File: src/rtl/dbd_pkg.sv
package dbd_pkg;
  typedef enum logic [2:0] {
    OP_ADD  = 3'd0,
    OP_SUB  = 3'd1,
    OP_AND  = 3'd2,
    OP_OR   = 3'd3,
    OP_XOR  = 3'd4,
    OP_PASS = 3'd5
  } alu_op_e;

  localparam int OP_BITS = 3;
endpackage

File: src/rtl/dbd_alu.sv
module dbd_alu #(
  parameter int W = 16
) (
  input  logic [W-1:0]            a_in,
  input  logic [W-1:0]            y_in,
  input  logic [dbd_pkg::OP_BITS-1:0] op,
  output logic [W-1:0]            result,
  output logic                    cout,
  output logic                    carry_upd
);
  import dbd_pkg::*;

  logic [W:0] sum_ext;
  logic [W:0] dif_ext;

  always_comb begin
    sum_ext = {1'b0, a_in} + {1'b0, y_in};
    dif_ext = {1'b0, a_in} + {1'b0, ~y_in} + {{W{1'b0}}, 1'b1};
  end

  always_comb begin
    result    = '0;
    cout      = 1'b0;
    carry_upd = 1'b0;
    case (op)
      OP_ADD:  begin result = sum_ext[W-1:0]; cout = sum_ext[W]; carry_upd = 1'b1; end
      OP_SUB:  begin result = dif_ext[W-1:0]; cout = dif_ext[W]; carry_upd = 1'b1; end
      OP_AND:  result = a_in & y_in;
      OP_OR:   result = a_in | y_in;
      OP_XOR:  result = a_in ^ y_in;
      OP_PASS: result = a_in;
      default: result = '0;
    endcase
  end
endmodule

File: src/rtl/dbd_regfile.sv
module dbd_regfile #(
  parameter int NREG = 8,
  parameter int W    = 16
) (
  input  logic            clk,
  input  logic            rst,
  input  logic [NREG-1:0] src_oe,
  input  logic [NREG-1:0] dst_le,
  input  logic            wr_ok,
  input  logic [W-1:0]    bus_b,
  output logic [W-1:0]    bus_a
);
  logic [W-1:0] regs [NREG];

  always_comb begin
    bus_a = '0;
    for (int i = 0; i < NREG; i++) begin
      if (src_oe[i]) bus_a = bus_a | regs[i];
    end
  end

  for (genvar g = 0; g < NREG; g++) begin : g_reg
    always_ff @(posedge clk) begin
      if (rst)                    regs[g] <= '0;
      else if (wr_ok && dst_le[g]) regs[g] <= bus_b;
    end


    load_capture_chk: assert property (@(posedge clk) disable iff (rst)
      (wr_ok && dst_le[g]) |=> (regs[g] == $past(bus_b)));


    no_load_hold_chk: assert property (@(posedge clk) disable iff (rst)
      !(wr_ok && dst_le[g]) |=> $stable(regs[g]));
  end
endmodule

File: src/rtl/dbd_step_guard.sv
module dbd_step_guard #(
  parameter int NREG = 8,
  parameter int W    = 16
) (
  input  logic            clk,
  input  logic            rst,
  input  logic [NREG-1:0] src_oe,
  input  logic            link_en,
  input  logic            res_en,
  input  logic            ext_en,
  input  logic [W-1:0]    bus_a,
  input  logic [W-1:0]    alu_res,
  input  logic [W-1:0]    ext_data,
  output logic [W-1:0]    bus_b,
  output logic            step_ok
);
  localparam int CW = $clog2(NREG + 1);

  logic [CW-1:0] src_cnt;
  logic [1:0]    drv_cnt;

  always_comb begin
    src_cnt = '0;
    for (int i = 0; i < NREG; i++) src_cnt = src_cnt + CW'(src_oe[i]);
    drv_cnt = 2'(link_en) + 2'(res_en) + 2'(ext_en);
    step_ok = (src_cnt <= CW'(1)) && (drv_cnt <= 2'd1);
  end

  always_comb begin
    bus_b = '0;
    if (step_ok) begin
      if (link_en)     bus_b = bus_a;
      else if (res_en) bus_b = alu_res;
      else if (ext_en) bus_b = ext_data;
    end
  end


  link_copy_chk: assert property (@(posedge clk) disable iff (rst)
    (step_ok && link_en) |-> (bus_b == bus_a));


  result_drive_chk: assert property (@(posedge clk) disable iff (rst)
    (step_ok && res_en) |-> (bus_b == alu_res));


  ext_drive_chk: assert property (@(posedge clk) disable iff (rst)
    (step_ok && ext_en) |-> (bus_b == ext_data));
endmodule

File: src/rtl/dual_bus_datapath.sv
module dual_bus_datapath #(
  parameter int NREG = 8,
  parameter int W    = 16
) (
  input  logic            clk,
  input  logic            rst,
  input  logic [NREG-1:0] src_oe,
  input  logic [NREG-1:0] dst_le,
  input  logic            y_le,
  input  logic            link_en,
  input  logic            res_en,
  input  logic            ext_en,
  input  logic [W-1:0]    ext_data,
  input  logic [2:0]      alu_op,
  output logic [W-1:0]    bus_a_q,
  output logic [W-1:0]    bus_b_q,
  output logic            carry_q,
  output logic            err_q
);
  logic [W-1:0] bus_a;
  logic [W-1:0] bus_b;
  logic [W-1:0] alu_res;
  logic [W-1:0] y_q;
  logic         alu_cout;
  logic         alu_cupd;
  logic         step_ok;

  dbd_regfile #(.NREG(NREG), .W(W)) u_rf (
    .clk    (clk),
    .rst    (rst),
    .src_oe (src_oe),
    .dst_le (dst_le),
    .wr_ok  (step_ok),
    .bus_b  (bus_b),
    .bus_a  (bus_a)
  );

  dbd_alu #(.W(W)) u_alu (
    .a_in      (bus_a),
    .y_in      (y_q),
    .op        (alu_op),
    .result    (alu_res),
    .cout      (alu_cout),
    .carry_upd (alu_cupd)
  );

  dbd_step_guard #(.NREG(NREG), .W(W)) u_guard (
    .clk      (clk),
    .rst      (rst),
    .src_oe   (src_oe),
    .link_en  (link_en),
    .res_en   (res_en),
    .ext_en   (ext_en),
    .bus_a    (bus_a),
    .alu_res  (alu_res),
    .ext_data (ext_data),
    .bus_b    (bus_b),
    .step_ok  (step_ok)
  );

  always_ff @(posedge clk) begin
    if (rst) begin
      y_q     <= '0;
      carry_q <= 1'b0;
      err_q   <= 1'b0;
      bus_a_q <= '0;
      bus_b_q <= '0;
    end else begin
      if (step_ok && y_le)                 y_q     <= bus_b;
      if (step_ok && res_en && alu_cupd)   carry_q <= alu_cout;
      err_q   <= !step_ok;
      bus_a_q <= bus_a;
      bus_b_q <= bus_b;
    end
  end


  refused_hold_chk: assert property (@(posedge clk) disable iff (rst)
    !step_ok |=> ($stable(y_q) && $stable(carry_q) && err_q));


  carry_keep_chk: assert property (@(posedge clk) disable iff (rst)
    !(step_ok && res_en && alu_cupd) |=> $stable(carry_q));


  one_source_chk: assert property (@(posedge clk) disable iff (rst)
    ($countones(src_oe) == 1) |=> (bus_a_q == $past(bus_a)));
endmodule

File: config.mk
export PLATFORM = sky130hd
export DESIGN_NAME = dual_bus_datapath
export DESIGN_NICKNAME = d
export VERILOG_FILES = /design/src/rtl/dbd_pkg.sv /design/src/rtl/dbd_alu.sv /design/src/rtl/dbd_regfile.sv /design/src/rtl/dbd_step_guard.sv /design/src/rtl/dual_bus_datapath.sv
export SDC_FILE = /design/constraint.sdc
export NUM_CORES = 1
export LEC_CHECK = 0
export ABC_AREA = 1
export CAP_MARGIN = 40
export CORE_UTILIZATION = 55
export CTS_CLUSTER_SIZE = 28
export DETAILED_ROUTE_END_ITERATION = 10
export GPL_ROUTABILITY_DRIVEN = 0
export GPL_TIMING_DRIVEN = 0
export PLACE_DENSITY = 0.73
export SLEW_MARGIN = 20
export SYNTH_ARGS = -nofsm -noshare
export SYNTH_HDL_FRONTEND = slang
export SYNTH_SLANG_ARGS = --single-unit
File: constraint.sdc
create_clock -name clk -period 13.5 [get_ports clk]
set_input_delay 4.05 -clock clk [delete_from_list [all_inputs] [get_ports clk]]
set_output_delay 4.05 -clock clk [all_outputs]
set_load 0.05 [all_outputs]
==> summary.md, run 1 <==
| Metric | Value |
|---|---|
| Outcome | finished, violations left |
| Violated checks | design-rule violations |
| Core area | 18200 sq um |
| Adder-Cell Fraction of Synth Area | 7.71% |
| Vias in the first global route | 8314 |
| Nets@finish | 1443 |
| DP Worst Slack | 4.60 ns |
| Fin Setup TNS | 0 ns |
| Top Ports | 75 |
| Final slew viol count | 0 |
| H-tree levels | 4 |
| CP peak stage delay | 0.58 ns |
| Max_cap viols | 0 |
| CTS tree | done |
| Setup CP Type | in2reg |
| First-pass GRT wire length | 43900 um |
| Vias per cell | 5.55 |
| Post-synthesis simple-gate area fraction | 28.2% |
| Post-synth net total | 1357 |
| Footprint of the multi-input gates | 4560 sq um |
| Pwr per Cell Area | 133 nW/um^2 |
| Worst-margin pin slew | 0.777 ns |
| Setup Fix Bufs, Post-CTS | 0 |
| Finished Layout Cells | 1584 |
| VDD IR-drop max | 100 uV |
| Mux contribution to synthesized area | 0% |
| Slowest cell on the critical path | nand2_1 |
| Cells after synthesis | 1256 |
| Synth Area in Compound Gates | 7.91% |
| Final period util | 62.8% |
| Initial DRC count | 635 |
| Clock Latency Late Sink | 0.44 ns |
| Final Skew | 0.0105 ns |
| Crit path cell chain | clkdlybuf4s50_1 > ha_1 > inv_1 > fa_1 > fa_1 > fa_1 > fa_1 > nand2_1 > a211oi_1 > nand2_1 > inv_1 > buf_2 > nand2_2 > buf_6 > nand2_1 |
| XOR/XNOR Fraction of Synth Area | 0.339% |
| EDFF count, synth | 128 |
| Element type at the critical path end | flop |
| Mapped Avg Cell Area | 8.22 sq um |
| Die ar. | 19300 sq um |
| Hold/Removal Path Class | reg2reg |
| CP most frequent cell | fa_1 |
| Met1 global-route usage | 38.0% |
| Gr usage total | 29.7% |
| CP top delay family | adder cells |
| WP buf/inv | 5 |
| CP max FO | 16 |
| Largest net degree at the start of global routing | 20 |
| Post-route DRC violation count | 1 |
| Post-CTS Resized | 0 |
| Worst endpoint required time | 13.56 ns |
| GRT met2 Usage | 50.6% |
| CTS root buffer | clkbuf_16 |
| Max Clk Rate | 118 MHz |
| Share of post-route cells with drive strength above 1 | 9.37% |
| Site Rows | 49 |
| TritonRoute pass-1 iters | 8 |
| Final hold violation count | 0 |
| Largest family of logic cells by synthesized area | simple AND/OR/NAND/NOR gates |
| Vias | 8792 |
| Most common cell after layout, fill and taps aside | nand2_1 |
| Final setup margin | 5.03 ns |
| Most frequent cells in the layout | 333 x nand2_1, 185 x nor2_1, 146 x inv_1 |
| Most used DFF post-synth | edfxtp_1 |
| Max Buffers Root-to-Sink | 2 |
| Max-slew headroom | 48.0% |
| Register area share after synthesis | 46.9% |
| Clock Sinks | 178 |
| WP data arrival | 8.54 ns |
| Detailed placement HPWL | 21500 um |
| Initial antenna violation count | 0 |
| ANT nets after route | 0 |
| Input/output buffers | 67 |
| M3 GR Usage | 4.25% |
| Clock slew at reported path FFs | 0.07 ns |
| #FFs+latches synth | 178 |
| DIE HEIGHT | 139 um |
| Die X | 139 um |
| DR WL/cell | 17.6 um |
| CP Launch Type | input port |
| Leak pwr | 5.36 nW |
| GRT busiest layer | met2 |
| Ys async rst share | 0% |
| Synth unique cells | 47 |
| RSZ-0062 raised after global routing | false |
| Dpl cells | 1552 |
| Yosys Warn Count | 0 |
| Post-route minimum period | 8.47 ns |
| Gr ovfl total | 0 |
| Initial core utilization | 56.7% |
| Final setup viols | 0 |
| Register area | 4840 sq um |
| Detailed-route wire length | 27900 um |
| Hold_buf cts | 0 |
| # fillers | 1543 |
| CTS Buf Count | 17 |
| Area growth syn-to-layout | 14.7% |
| Synthesized area | 10300 sq um |
| Diodes inserted | 0 |
==> cells by family after synthesis <==
logic type      after synthesis
simple gates                678
buf+inv                     201
xor+xnor                      4
compound gates              135
fa+ha+maj                    60
flops                       178
==> power by group <==
group | total [mW] | switching (mW) | internal (mW)
Sequential | 0.653 | 0.0152 | 0.638
Clock | 0.480 | 0.235 | 0.245
Combinational | 0.448 | 0.310 | 0.137
==> flip-flops by register name (all words and copies together), names as in the netlist <==
register	count
u_rf.regs	128
bus_a_q	16
bus_b_q	16
y_q	16
carry_q	1
err_q	1
==> cell usage after synthesis (all sizes together), types with 5 or more instances <==
cell type / count / share of area, %
a21oi: 81 / 4.0
a221oi: 6 / 0.51
a22o: 8 / 0.68
buf: 32 / 2.5
clkbuf: 13 / 0.73
dfxtp: 50 / 9.7
edfxtp: 128 / 37
fa: 6 / 1.2
ha: 54 / 6.5
inv: 155 / 5.6
nand2: 369 / 15
nand3: 100 / 5.2
nand4: 12 / 0.73
nor2: 186 / 6.8
nor3: 5 / 0.35
o21ai: 17 / 0.86
o221ai: 7 / 0.65
o22ai: 6 / 0.36
==> layout make-up <==
type / count / share of cell area [%]
Inverter: 155 / 4.91
Clock inverter: 14 / 1.15
Tap cell: 229 / 2.42
Sequential cell: 178 / 40.9
Multi-Input combinational cell: 877 / 38.5
Timing Repair Buffer: 67 / 5.66
Buffer: 46 / 2.86
Clock buffer: 18 / 3.62
==> tightest hold or removal path: stages, from the launching register on <==
cell     delay (ns)
dfxtp_1        0.33
nand3_1        0.08
nand2_1        0.05
==> final timing paths <==
kind	startpoint	endpoint	slack, ns	cells after the start
worst max-delay path	src_oe[0]	u_rf.regs[0][37]	5.03	15
worst min-delay path	y_q[8]	y_q[8]	0.50	2
worst max register to register	u_rf.regs[0][16]	u_rf.regs[1][36]	10.22	16
worst min register to register	y_q[8]	y_q[8]	0.50	2
==> metrics by stage <==
step | utilization [%] | hold WS [ns] | total power, mW | instance area (sq um)
floorplan | - | 0.467 | 0.971 | 10300
global placement | 62.0 | 0.481 | 1.10 | 11300
detailed placement | 62.0 | 0.484 | 1.11 | 11300
CTS | 65.1 | 0.495 | 1.58 | 11900
global route | 65.1 | 0.515 | 1.65 | 11900
finish | 65.1 | 0.499 | 1.58 | 11900
==> routing by layer <==
metal	share of wire [%]	routed length, um
met5	0	0
met4	3.4	952
met3	6.9	1920
met2	48	13500
met1	41	11500
Note: power is estimated with default switching activity, not from simulation.
==> inputs of run 2 (changes only) <==
CORE_UTILIZATION = 54   (was 55)
PLACE_DENSITY = 0.75   (was 0.73)
clock period = 7.1 ns   (was 13.5 ns; I/O delays follow)
==> run 2 against run 1 <==
  * The flow now finishes without violations
  * Sequential power grew 90%
  * Largest power group unchanged
  * Cell count grew 0.32%
  * Highest routed layer unchanged
  * Clock skew is essentially flat
  * Routed wire length shrank 1.5%
==> summary.md, run 2 (synthesis gave the netlist of run 1 again) <==
| Metric | Value |
|---|---|
| Post-DP Area | 11300 sq um |
| Nets@finish | 1443 |
| VDD IR-drop max | 178 uV |
| Site Rows | 50 |
| Setup Fix Bufs, Post-CTS | 0 |
| Vias | 8847 |
| Post-route cell area | 11900 sq um |
| Final period util | 91.3% |
| CP Launch Type | input port |
| Met2 WL | 13200 um |
| Detailed-route wire length | 27500 um |
| Most common cell after layout, fill and taps aside | nand2_1 |
| First-pass GRT wire length | 43400 um |
| Clock slew at reported path FFs | 0.08 ns |
| Max_cap viols | 0 |
| Largest net degree at the start of global routing | 20 |
| Final setup viols | 0 |
| Element type at the critical path end | flop |
| Most frequent cells in the layout | 333 x nand2_1, 185 x nor2_1, 146 x inv_1 |
| Post-CTS Resized | 0 |
| Register area | 4840 sq um |
| Finished Layout Cells | 1589 |
| Die X | 140 um |
| # fillers | 1596 |
| Slowest cell on the critical path | nand2_1 |
| Clock Sinks | 178 |
| CTS root buffer | clkbuf_16 |
| Worst-margin pin slew | 0.771 ns |
| Initial antenna violation count | 0 |
| Hold_buf cts | 0 |
| Metal-1 WL | 11700 um |
| Reg with most FFs | u_rf.regs |
| Footprint of the multi-input gates | 4560 sq um |
| Max reg flops | 128 |
| Max-slew headroom | 48.5% |
| Vias per cell | 5.57 |
| Input/output buffers | 67 |
| Worst hold path depth | 2 |
| DR WL/cell | 17.3 um |
| Core area | 18700 sq um |
| Initial DRC count | 877 |
| Total power | 3.03 mW |
| Max Clk Rate | 154 MHz |
| Dpl cells | 1557 |
| Worst endpoint required time | 7.16 ns |
| CP peak stage delay | 0.55 ns |
| Leak pwr | 5.36 nW |
| Pwr per Cell Area | 255 nW/um^2 |
| Share of post-route cells with drive strength above 1 | 9.37% |
| Top Ports | 75 |
| CP most frequent cell | fa_1 |
| Reg2Reg Depth | 19 |
| RSZ-0062 raised after global routing | false |
| Final Skew | 0.0107 ns |
| Final hold violation count | 0 |
| CTS tree | done |
| DIE HEIGHT | 140 um |
| Hold/Removal Path Class | reg2reg |
| WP data arrival | 6.55 ns |
| Post-layout util | 63.5% |
| Clock Latency Late Sink | 0.44 ns |
| Flop2flop setup slack | 3.72 ns |
| Setup CP Type | in2reg |
| TritonRoute pass-1 iters | 5 |
| H-tree levels | 4 |
| Outcome | finished, final reports clean |
| Met3 Wirelength | 1630 um |
| CP max FO | 16 |
| ANT nets after route | 0 |
| Top sig layer | met4 |
| Post-route minimum period | 6.48 ns |
| Gr usage total | 29.0% |
| Post-route DRC violation count | 0 |
| Area growth syn-to-layout | 15.1% |
| Die ar. | 19700 sq um |
| Fin Setup TNS | 0 ns |
| Detailed placement HPWL | 21200 um |
| Vias in the first global route | 8240 |
| Max Buffers Root-to-Sink | 2 |
| Final slew viol count | 0 |
| Gr ovfl total | 0 |
| Diodes inserted | 0 |
| Initial core utilization | 55.2% |
| Crit path cell chain | clkdlybuf4s50_1 > ha_1 > inv_1 > fa_1 > fa_1 > fa_1 > fa_1 > nand2_1 > a211oi_1 > nand2_1 > inv_1 > buf_2 > nand2_2 > buf_6 > nand2_1 |
| CTS Buf Count | 17 |
## run 2: routing by layer
metal / up-vias / global-route usage [%]
li1: 4256 / -
met1: 4166 / 37.9
met2: 366 / 48.7
met3: 59 / 3.86
met4: 0 / 12.1
met5: - / 0
## run 2: worst paths after layout
kind / startpoint / to
worst max register to register: u_rf.regs[0][1] / u_rf.regs[1][57]
worst min register to register: y_q[8] / y_q[8]
worst min-delay path: y_q[8] / y_q[8]
worst max-delay path: src_oe[1] / u_rf.regs[1][19]
## run 2: cell type report
cell class                 count  share of cell area (%)
timing repair buffer          67                    5.64
multi-input combinational    877                    38.4
clock inverter                14                    1.38
clock buffer                  18                    3.61
tap                          234                    2.46
sequential                   178                    40.8
inverter                     155                    4.90
buffer                        46                    2.85
## run 2: critical path: cells and delay by family
family	cells	cell delay [ns]
buf+inv	5	1.13
simple gates	4	0.95
compound gates	1	0.16
fa+ha+maj	5	2.15
## run 2: per-stage QoR
| step | hold slack, ns | worst slack [ns] |
|---|---|---|
| floorplan | 0.467 | 1.16 |
| global placement | 0.482 | 0.223 |
| detailed placement | 0.487 | 0.207 |
| CTS | 0.499 | 0.637 |
| global route | 0.513 | 0.323 |
| finish | 0.498 | 0.617 |
## run 2: power by group
part | total (mW) | internal [mW] | switching [mW] | leakage, nW
Clock | 0.934 | 0.475 | 0.459 | 0.286
Sequential | 1.24 | 1.21 | 0.0294 | 1.75
Combinational | 0.850 | 0.261 | 0.589 | 3.33
Total | 3.03 | 1.95 | 1.08 | 5.36
